File: config.mk
export PLATFORM = sky130hd
export DESIGN_NAME = bus_cycle_ctrl
export DESIGN_NICKNAME = d
export VERILOG_FILES = /design/src/rtl/bus_ctrl_pkg.sv /design/src/rtl/bus_cycle_decode.sv /design/src/rtl/bus_tstate_fsm.sv /design/src/rtl/bus_pin_drive.sv /design/src/rtl/bus_cycle_ctrl.sv
export SDC_FILE = /design/constraint.sdc
export NUM_CORES = 1
export LEC_CHECK = 0
export BUFFER_PORTS_ARGS = -buffer_cell sky130_fd_sc_hd__buf_2
export CAP_MARGIN = 20
export CORE_ASPECT_RATIO = 0.75
export CORE_MARGIN = 5
export CORE_UTILIZATION = 49
export CTS_BUF_LIST = sky130_fd_sc_hd__clkbuf_4 sky130_fd_sc_hd__clkbuf_8 sky130_fd_sc_hd__clkbuf_16
export CTS_CLUSTER_SIZE = 40
export DETAILED_ROUTE_END_ITERATION = 8
export PLACE_DENSITY = 0.86
export SETUP_SLACK_MARGIN = 0.15
export SLEW_MARGIN = 40
export SYNTH_ARGS = -nofsm -noshare
export SYNTH_HDL_FRONTEND = slang
export SYNTH_HIERARCHICAL = 1
export SYNTH_SLANG_ARGS = --single-unit
File: constraint.sdc
create_clock -name clk_i -period 2.03 [get_ports clk_i]
set_input_delay 0.203 -clock clk_i [delete_from_list [all_inputs] [get_ports clk_i]]
set_output_delay 0.203 -clock clk_i [all_outputs]
set_load 0.01 [all_outputs]
File: src/rtl/bus_ctrl_pkg.sv
`timescale 1ns/1ps
package bus_ctrl_pkg;
  localparam int DATA_W = 8;
  localparam int KIND_W = 4;

  typedef enum logic [2:0] {
    ST_IDLE, ST_T1, ST_T2, ST_TW, ST_T3, ST_HALT, ST_HOLD
  } tstate_e;

  localparam logic [KIND_W-1:0] K_FETCH  = 4'd0;
  localparam logic [KIND_W-1:0] K_MEM_RD = 4'd1;
  localparam logic [KIND_W-1:0] K_MEM_WR = 4'd2;
  localparam logic [KIND_W-1:0] K_IO_IN  = 4'd3;
  localparam logic [KIND_W-1:0] K_IO_OUT = 4'd4;
  localparam logic [KIND_W-1:0] K_STK_RD = 4'd5;
  localparam logic [KIND_W-1:0] K_STK_WR = 4'd6;
  localparam logic [KIND_W-1:0] K_INTA   = 4'd7;
  localparam logic [KIND_W-1:0] K_HALTA  = 4'd8;

  // status bit positions
  localparam int SB_MEMR  = 7;
  localparam int SB_INP   = 6;
  localparam int SB_FETCH = 5;
  localparam int SB_OUT   = 4;
  localparam int SB_HLTA  = 3;
  localparam int SB_STACK = 2;
  localparam int SB_MEMW  = 1;
  localparam int SB_INTA  = 0;
endpackage

File: src/rtl/bus_cycle_decode.sv
`timescale 1ns/1ps
module bus_cycle_decode
  import bus_ctrl_pkg::*;
(
  input  logic [KIND_W-1:0] kind_i,
  output logic [DATA_W-1:0] status_o,
  output logic              rd_cls_o,
  output logic              wr_cls_o
);
  always_comb begin
    status_o = '0;
    unique case (kind_i)
      K_FETCH:  begin status_o[SB_MEMR] = 1'b1; status_o[SB_FETCH] = 1'b1; end
      K_MEM_WR: status_o[SB_MEMW] = 1'b1;
      K_IO_IN:  status_o[SB_INP]  = 1'b1;
      K_IO_OUT: status_o[SB_OUT]  = 1'b1;
      K_STK_RD: begin status_o[SB_MEMR] = 1'b1; status_o[SB_STACK] = 1'b1; end
      K_STK_WR: begin status_o[SB_MEMW] = 1'b1; status_o[SB_STACK] = 1'b1; end
      K_INTA:   begin status_o[SB_FETCH] = 1'b1; status_o[SB_INTA] = 1'b1; end
      K_HALTA:  begin status_o[SB_MEMR] = 1'b1; status_o[SB_HLTA] = 1'b1; end
      default:  status_o[SB_MEMR] = 1'b1;  // mem read, also unused codes
    endcase
  end

  assign wr_cls_o = status_o[SB_MEMW] | status_o[SB_OUT];
  assign rd_cls_o = ~wr_cls_o;
endmodule

File: src/rtl/bus_tstate_fsm.sv
`timescale 1ns/1ps
module bus_tstate_fsm
  import bus_ctrl_pkg::*;
(
  input  logic    clk_i,
  input  logic    rst_ni,
  input  logic    req_valid_i,
  input  logic    halt_i,
  input  logic    ready_i,
  input  logic    hold_i,
  output tstate_e state_o,
  output logic    hold_pend_o,
  output logic    take_o
);
  tstate_e st_q, st_d;
  logic    pend_q;
  logic    in_xfer;

  assign in_xfer = (st_q == ST_T2) || (st_q == ST_TW);
  assign take_o  = (st_q == ST_IDLE) && req_valid_i;

  always_comb begin
    st_d = st_q;
    unique case (st_q)
      ST_IDLE: if (req_valid_i) st_d = ST_T1;
               else if (halt_i) st_d = ST_HALT;
      ST_T1:   st_d = ST_T2;
      ST_T2,
      ST_TW:   st_d = ready_i ? ST_T3 : ST_TW;
      ST_T3:   st_d = pend_q ? ST_HOLD : ST_IDLE;
      ST_HALT: if (hold_i) st_d = ST_HOLD;
               else if (!halt_i) st_d = ST_IDLE;
      ST_HOLD: if (!hold_i) st_d = ST_IDLE;
      default: st_d = ST_IDLE;
    endcase
  end

  always_ff @(posedge clk_i or negedge rst_ni) begin
    if (!rst_ni) begin
      st_q   <= ST_IDLE;
      pend_q <= 1'b0;
    end else begin
      st_q <= st_d;
      // grant window: transfer ends this edge
      if (in_xfer && ready_i && hold_i) pend_q <= 1'b1;
      else if (st_q == ST_T3)          pend_q <= 1'b0;
    end
  end

  assign state_o     = st_q;
  assign hold_pend_o = pend_q;

  AST_HOLD_FROM_T3_OR_HALT: assert property (@(posedge clk_i) disable iff (!rst_ni)
    (st_q == ST_HOLD) |-> ($past(st_q) inside {ST_T3, ST_HALT, ST_HOLD})) else $error("hold entry");
endmodule

File: src/rtl/bus_pin_drive.sv
`timescale 1ns/1ps
module bus_pin_drive
  import bus_ctrl_pkg::*;
#(
  parameter int ADDR_W = 16
) (
  input  logic              clk_i,
  input  logic              rst_ni,
  input  tstate_e           state_i,
  input  logic              hold_pend_i,
  input  logic              rd_cls_i,
  input  logic              wr_cls_i,
  input  logic [DATA_W-1:0] status_i,
  input  logic [ADDR_W-1:0] addr_i,
  input  logic [DATA_W-1:0] wdata_i,
  input  logic [DATA_W-1:0] data_i,
  output logic [ADDR_W-1:0] addr_o,
  output logic              addr_oe_o,
  output logic [DATA_W-1:0] data_o,
  output logic              data_oe_o,
  output logic              sync_o,
  output logic              dbin_o,
  output logic              wr_no,
  output logic              wait_o,
  output logic              hlda_o,
  output logic              done_o,
  output logic [DATA_W-1:0] rdata_o
);
  logic in_t1, in_t3, xfer_ph, active;
  logic done_q;
  logic [DATA_W-1:0] rdata_q;

  assign in_t1   = (state_i == ST_T1);
  assign in_t3   = (state_i == ST_T3);
  assign xfer_ph = (state_i == ST_T2) || (state_i == ST_TW) || in_t3;
  assign active  = in_t1 || xfer_ph;

  // read cycles free the bus at T3, writes one clock later
  assign hlda_o    = (state_i == ST_HOLD) || (in_t3 && hold_pend_i && rd_cls_i);
  assign addr_oe_o = active && !hlda_o;
  assign addr_o    = addr_i;
  assign data_oe_o = in_t1 || (wr_cls_i && xfer_ph);
  assign data_o    = in_t1 ? status_i : wdata_i;
  assign sync_o    = in_t1;
  assign dbin_o    = rd_cls_i && xfer_ph;
  assign wr_no     = !(wr_cls_i && in_t3);
  assign wait_o    = (state_i == ST_TW);

  always_ff @(posedge clk_i or negedge rst_ni) begin
    if (!rst_ni) begin
      done_q  <= 1'b0;
      rdata_q <= '0;
    end else begin
      done_q <= in_t3;
      if (in_t3 && rd_cls_i) rdata_q <= data_i;
    end
  end

  assign done_o  = done_q;
  assign rdata_o = rdata_q;
endmodule

File: src/rtl/bus_cycle_ctrl.sv
`timescale 1ns/1ps
module bus_cycle_ctrl
  import bus_ctrl_pkg::*;
#(
  parameter int ADDR_W = 16
) (
  input  logic              clk_i,
  input  logic              rst_ni,
  input  logic              req_valid_i,
  input  logic [KIND_W-1:0] req_kind_i,
  input  logic [ADDR_W-1:0] req_addr_i,
  input  logic [DATA_W-1:0] req_wdata_i,
  input  logic              halt_i,
  input  logic              ready_i,
  input  logic              hold_i,
  input  logic [DATA_W-1:0] data_i,
  output logic              req_take_o,
  output logic [ADDR_W-1:0] addr_o,
  output logic              addr_oe_o,
  output logic [DATA_W-1:0] data_o,
  output logic              data_oe_o,
  output logic              sync_o,
  output logic              dbin_o,
  output logic              wr_no,
  output logic              wait_o,
  output logic              hlda_o,
  output logic              done_o,
  output logic [DATA_W-1:0] rdata_o
);
  logic [KIND_W-1:0] kind_q;
  logic [ADDR_W-1:0] addr_q;
  logic [DATA_W-1:0] wdata_q;
  logic [DATA_W-1:0] status;
  logic              rd_cls, wr_cls, hold_pend;
  tstate_e           state;

  always_ff @(posedge clk_i or negedge rst_ni) begin
    if (!rst_ni) begin
      kind_q  <= K_MEM_RD;
      addr_q  <= '0;
      wdata_q <= '0;
    end else if (req_take_o) begin
      kind_q  <= req_kind_i;
      addr_q  <= req_addr_i;
      wdata_q <= req_wdata_i;
    end
  end

  bus_cycle_decode u_dec (
    .kind_i  (kind_q),
    .status_o(status),
    .rd_cls_o(rd_cls),
    .wr_cls_o(wr_cls)
  );

  bus_tstate_fsm u_fsm (
    .clk_i      (clk_i),
    .rst_ni     (rst_ni),
    .req_valid_i(req_valid_i),
    .halt_i     (halt_i),
    .ready_i    (ready_i),
    .hold_i     (hold_i),
    .state_o    (state),
    .hold_pend_o(hold_pend),
    .take_o     (req_take_o)
  );

  bus_pin_drive #(.ADDR_W(ADDR_W)) u_drv (
    .clk_i      (clk_i),
    .rst_ni     (rst_ni),
    .state_i    (state),
    .hold_pend_i(hold_pend),
    .rd_cls_i   (rd_cls),
    .wr_cls_i   (wr_cls),
    .status_i   (status),
    .addr_i     (addr_q),
    .wdata_i    (wdata_q),
    .data_i     (data_i),
    .addr_o     (addr_o),
    .addr_oe_o  (addr_oe_o),
    .data_o     (data_o),
    .data_oe_o  (data_oe_o),
    .sync_o     (sync_o),
    .dbin_o     (dbin_o),
    .wr_no      (wr_no),
    .wait_o     (wait_o),
    .hlda_o     (hlda_o),
    .done_o     (done_o),
    .rdata_o    (rdata_o)
  );

  AST_SYNC_ONE_CLOCK: assert property (@(posedge clk_i) disable iff (!rst_ni)
    sync_o |=> !sync_o) else $error("sync width");
  AST_SYNC_AFTER_TAKE: assert property (@(posedge clk_i) disable iff (!rst_ni)
    req_take_o |=> sync_o) else $error("sync after take");
  AST_WAIT_ON_NOT_READY: assert property (@(posedge clk_i) disable iff (!rst_ni)
    wait_o |-> !$past(ready_i)) else $error("wait w/o stall");
  AST_DBIN_NOT_DRIVING: assert property (@(posedge clk_i) disable iff (!rst_ni)
    dbin_o |-> (!data_oe_o && wr_no)) else $error("dbin contention");
  AST_WR_BUS_DRIVEN: assert property (@(posedge clk_i) disable iff (!rst_ni)
    !wr_no |-> (data_oe_o && addr_oe_o)) else $error("wr undriven");
  AST_WR_DATA_SET_BEFORE: assert property (@(posedge clk_i) disable iff (!rst_ni)
    $fell(wr_no) |-> ($past(data_oe_o) && $stable(data_o))) else $error("wr data");
  AST_HELD_BUS_FLOAT: assert property (@(posedge clk_i) disable iff (!rst_ni)
    hlda_o |-> (!addr_oe_o && !data_oe_o && wr_no)) else $error("held drive");
  AST_HELD_NO_START: assert property (@(posedge clk_i) disable iff (!rst_ni)
    hlda_o |-> (!req_take_o && !sync_o)) else $error("held start");
  AST_RELEASE_STAYS_OFF: assert property (@(posedge clk_i) disable iff (!rst_ni)
    $fell(hlda_o) |-> !addr_oe_o) else $error("early drive");
endmodule

Yosys cells after proc, flatten, opt, wreduce, memory -nomap -nowiden
Index checks and enable logic that the tools add are counted.
Widths: inputs -> output; s select.
{"block": "totals", "inputBits": 42, "ff_bits": 41}
{"block": "classes", "n_bitwise": 2, "muxes": 19, "reduce_logical": 26, "n_eq_ne": 16}
{"operator": "$mux 3", "n": 7}
{"operator": "$pmux 3 s6", "n": 1}
{"operator": "$eq 4x3->1 const B", "n": 4}
{"operator": "$logic_and 1x1->1", "n": 10}
{"operator": "$mux 1", "n": 10}
{"operator": "$eq 3x3->1 const B", "n": 3}
{"operator": "$eq 4x2->1 const B", "n": 2}
{"operator": "$mux 8", "n": 1}
{"operator": "$reduce_or 2->1", "n": 4}
{"operator": "$eq 3x2->1 const B", "n": 2}
{"operator": "$ne 3x3->1 const B", "n": 2}
{"operator": "$logic_or 1x1->1", "n": 5}
{"operator": "$reduce_or 5->1", "n": 1}
{"operator": "$eq 4x4->1 const B", "n": 1}
{"operator": "$logic_not 4->1", "n": 1}
{"operator": "$eq 3x1->1 const B", "n": 1}
{"operator": "$logic_not 3->1", "n": 1}
{"operator": "$reduce_and 3->1", "n": 1}
{"operator": "$logic_not 1->1", "n": 2}
{"operator": "$ne 2x2->1 const B", "n": 1}
{"operator": "$reduce_bool 2->1", "n": 1}
{"operator": "$not 1->1", "n": 1}
{"operator": "$or 1x1->1", "n": 1}

Logic depth before layout (Yosys ltp)
{"block": "depth", "word_depth": 9, "mapped_depth": 5, "mapped_depth_nobuf": 4}

Hierarchy
Netlist, hierarchy kept.
{"module": "bus_cycle_ctrl", "area_each_um2": 1143.6, "cells_per_inst": 59, "instances": 1}
{"module": "bus_pin_drive", "area_each_um2": 714.4, "cells_per_inst": 59, "instances": 1}
{"module": "bus_tstate_fsm", "area_each_um2": 255.2, "cells_per_inst": 28, "instances": 1}
{"module": "bus_cycle_decode", "area_each_um2": 106.4, "cells_per_inst": 17, "instances": 1}

Least setup slack after synthesis
No wires, ideal clock.
{"block": "synth_path", "path_type": "register to register", "from": "reg kind_q[1]", "to": "reg u_drv.rdata_q[0], in the netlist u_drv/rdata_o[0]", "period_less_slack_ns": 1.737, "arrival_time_ns": 1.612, "stages_incl_launch_ff": 6, "slack_ns": 0.293, "required_time_ns": 1.905, "cell_sequence": "dfrtp_1 buf_6 o21ai_0 nor4bb_4 buf_6 mux2_4"}
{"block": "synth_between", "elab_chain_cells": 6, "elab_cells_between_ends": 9, "classes_between": "3 x eq/ne; 2 x mux; 2 x bitwise; 2 x reduce/logical"}
{"element": "start: declaration", "line": "bus_cycle_ctrl.sv:30", "rtl": "logic [KIND_W-1:0] kind_q;"}
{"element": "start signal: assignment", "line": "bus_cycle_ctrl.sv:43", "rtl": "kind_q <= req_kind_i;"}
{"element": "$eq 4x2->1 / $eq 4x3->1 (equally long branches)", "line": "bus_cycle_decode.sv:12", "rtl": "unique case (kind_i)"}
{"element": "$reduce_or 2->1 (no line)"}
{"element": "$mux 1", "line": "bus_cycle_decode.sv:12"}
{"element": "$or 1x1->1 (*)", "line": "bus_cycle_decode.sv:25", "rtl": "assign wr_cls_o = status_o[SB_MEMW] | status_o[SB_OUT];"}
{"element": "$not 1->1 (*)", "line": "bus_cycle_decode.sv:26", "rtl": "assign rd_cls_o = ~wr_cls_o;"}
{"element": "via rd_cls", "line": "bus_cycle_ctrl.sv:34", "rtl": "logic rd_cls, wr_cls, hold_pend;"}
{"element": "$logic_and 1x1->1 (*)", "line": "bus_pin_drive.sv:55", "rtl": "if (in_t3 && rd_cls_i) rdata_q <= data_i;"}
{"element": "end signal: assignment", "line": "bus_pin_drive.sv:55"}
{"element": "end: declaration", "line": "bus_pin_drive.sv:31", "rtl": "logic [DATA_W-1:0] rdata_q;"}
Mark *: on every way through the listed nets, which the timed path passes. The rest lies on a longest branch.
A chain may end at the register's enable or synchronous reset.

Worst setup path in the final report
{"block": "layout_path", "from": "reg kind_q[2]", "to": "out data_o[5]"}
{"block": "layout_between", "elab_chain_cells": 4, "elab_cells_between_ends": 5, "classes_between": "1 x eq/ne; 2 x mux; 2 x reduce/logical"}
{"element": "$eq 4x3->1 / $logic_not 4->1 (equally long branches)", "line": "bus_cycle_decode.sv:12"}
{"element": "$reduce_or 2->1 (no line) (*)"}
{"element": "$mux 1 (*)", "line": "bus_cycle_decode.sv:12"}
{"element": "via status[5]", "line": "bus_cycle_ctrl.sv:33", "rtl": "logic [DATA_W-1:0] status;"}
{"element": "$mux 8 (*)", "line": "bus_pin_drive.sv:43", "rtl": "assign data_o = in_t1 ? status_i : wdata_i;"}
{"element": "end: declaration", "line": "bus_cycle_ctrl.sv:20", "rtl": "output logic [DATA_W-1:0] data_o,"}
Marked as above.

==> impl_metrics.tcl <==
set metrics [dict create \
    clock_skew_ns 0.002732 \
    required_ns 1.83 \
    drt_wl_total_mm 5.005 \
    ys_ff_latch 41 \
    ys_seq_area_share_pct 46.28 \
    insertion_delay_ns 0.29 \
    synthCells 163 \
    met2_usage_pct 27.54 \
    grt_antenna_before_repair 0 \
    final.period_utilization_pct 92.32 \
    fp.dieH_microns 68.29 \
    tns_ns 0 \
    start_util_pct 50.28 \
    synth-main-ff-cell "dfrtp_1" \
    grtUsageMet3_pct 5.776 \
    path_delay_family "simple AND/OR/NAND/NOR gates" \
    synthSimpleGateAreaFrac_pct 9.808 \
    status "finished, final reports clean" \
    drive_gt1_share_pct 66.40 \
    worst_path_most_repeated_cell "buf_6" \
    power_density_mw_per_mm2 1714 \
    cts_buffer_depth 2 \
    finalSetupViolCount 0 \
    std_cell_rows 21 \
    ys_async_sr_fraction_pct 100.0 \
    drc 0 \
    synth-edff-count 0 \
    crit_type "reg -> out" \
    muxShareOfSynthArea_pct 27.96 \
    port_buffers 82 \
    ant_nets 0 \
    grtUsageMet1_pct 20.39 \
    io_pins 83 \
    via_per_inst 5.020 \
    leakage_nw 1.423 \
    syn_nets 205 \
    gp_congestion 0.7288 \
    ir_drop_mv 0.7950 \
    synth_adder_area_share_pct 0 \
    path_max_fanout 5 \
    worst_pin_slew_ns 0.5090 \
    die_area_sq_mm 0.005990 \
    cts_tree "built" \
    dpl.hpwl_mm 3.469 \
    max_freq_ghz 0.5336 \
    fin_crit_ns 1.874 \
    critPathLaunchType "register" \
    drtIter0Drc 67 \
    cp.buffers_inverters 2 \
    synthTopCellsByArea "dfrtp_1 45%, mux2_4 19%, buf_4 6.1%, mux2_1 4.1%, mux2_2 4.1%" \
    nNetsFinal 291 \
    grt_pass1_vias 1529 \
    clkTransAtPathRegs_ns 0.07 \
    synth_top_area_share_pct 45.10 \
    synth_cell_types 42 \
    cts_buffers 5 \
    synth-xor-area-share_pct 0.7892 \
    h-tree-depth 2 \
    yosysWarnings 6 \
    synth_most_common_cell "dfrtp_1" \
    rsz0062_at_grt "true" \
    setup_ws_ns 0.1560 \
    track_usage_pct 16.57 \
    grt_pass1_wl_mm 7.389 \
    die_w_microns 87.72 \
    cp-end-kind "primary output" \
    post_drt_wl_per_cell_microns 16.30 \
    n_antenna_cell 0 \
    vias 1541 \
    crit_path_top_delay_cell "or4_4" \
    slowest_delay_ns 0.52 \
    grt.overflow.total 0 \
    synth_top_area_cell "dfrtp_1" \
    core_sq_mm 0.004414 \
    grt-busiest-layer "met2" \
    cts.sinks 41 \
    hold_path_class "in -> reg" \
    first_pass_iters 4 \
    synth_top_family_by_area "multiplexers" \
    post-place-ws_ns 0.1032 \
    drv_cap 0 \
    syn2layout_area_growth_pct 29.14 \
    synth_commonest_cells "40 x dfrtp_1, 28 x mux2_4, 18 x buf_4, 8 x mux2_1, 8 x mux2_2" \
    cts_root_buffer "clkbuf_8" \
    grt_max_degree 30 \
    slew_violations 0 \
    syn_area_sq_mm 0.002220 \
    hold_viol_final 0 \
    synth_area_per_cell_sq_um 13.62 \
    path_cells "buf_6 > or4_4 > o21ai_2 > mux2_4 > buf_6" \
    relSlewSlack_pct 66.07 \
    cp_data_arrival_time_ns 1.67 \
    synth_compound_area_share_pct 4.904 \
]
[worst paths after layout]
path	cells past startpoint	slack (ns)	from	endpoint
hold / removal	2	0.14	req_addr_i[8]	addr_q[8]$_DFFE_PN0P_
hold reg to reg	1	0.51	wdata_q[3]$_DFFE_PN0P_	wdata_q[3]$_DFFE_PN0P_
max in group asynchronous	3	1.04	rst_ni	addr_q[6]$_DFFE_PN0P_
setup reg to reg	5	0.30	kind_q[0]$_DFFE_PN1P_	u_drv/rdata_o[7]$_DFFE_PN0P_
min in group asynchronous	2	0.44	rst_ni	addr_q[4]$_DFFE_PN0P_
setup / recovery	5	0.16	kind_q[2]$_DFFE_PN0P_	data_o[5]
[timing repair]
action | 4_1_cts | 5_1_grt
cloned | 1 | 1
pin swaps | 0 | 2
setup endpoints to repair | 17 | 20
hold buffers | 1 | 0
setup buffers | 3 | 5
endpoints found under the hold margin | 20 | 0
resized for setup | 14 | 10
[logic make-up after synthesis]
logic type,after synthesis
AND/OR/NAND/NOR,31
multiplexers,46
XOR/XNOR,2
AO/OA/AOI/OAI,17
buffers and inverters,26
flip-flops,41
[power by group]
group	switching [W]	internal [W]
logic	0.00116	0.00156
registers	0.000271	0.00125
clock network	0.000260	0.000414
[flip-flops by register name (all words and copies together), names as in the netlist]
| name | flops |
|---|---|
| addr_q | 16 |
| u_drv/rdata_o | 8 |
| wdata_q | 8 |
| kind_q | 4 |
| u_fsm/state_o | 3 |
| u_drv/done_o | 1 |
| u_fsm/hold_pend_o | 1 |
[area by class of cell]
class	count	area, sq um
fillers	346	1548
inverters	2	7.507
multi-input cells	96	1010
flip-flops and latches	41	1032
repair buffers	103	625.6
clock buffers	7	90.09
clock inverters	1	30.03
well taps	57	71.32
[cell usage in the layout (no fill, tap or decap), drive strengths merged, types with 3 or more instances in the layout]
cell	instances
buf	101
mux2	44
dfrtp	40
clkbuf	8
o21ai	6
nor2	5
nor3b	4
nor3	3
[routing by layer]
layer	vias up	part of all wire, %	wire length, microns
li1	735	-	-
met1	744	44	2203
met2	60	47	2369
met3	2	7.9	394
met4	0	0.76	38
met5	-	0	0
[stage by stage]
step	instance area (sq um)	total power (W)	hold WS, ns	util [%]	instances
after floorplan	2220	0.003396	-0.09259	-	163
after CTS	2770	0.004744	0.1312	62.76	301
after global placement	2570	0.003803	0.1946	58.22	288
final	2867	0.004914	0.1422	64.94	307
after detailed placement	2570	0.003897	0.2047	58.22	288
after global routing	2867	0.005221	0.1225	64.94	307
[worst reg2reg max path, delay by kind of cell, from the launching register on]
kind	cells	cell delay (ns)
buf+inv	1	0.21
simple gates	2	0.37
flops	1	0.61
mux	1	0.32
compound gates	1	0.10
Power figures use the tool's default switching activity.
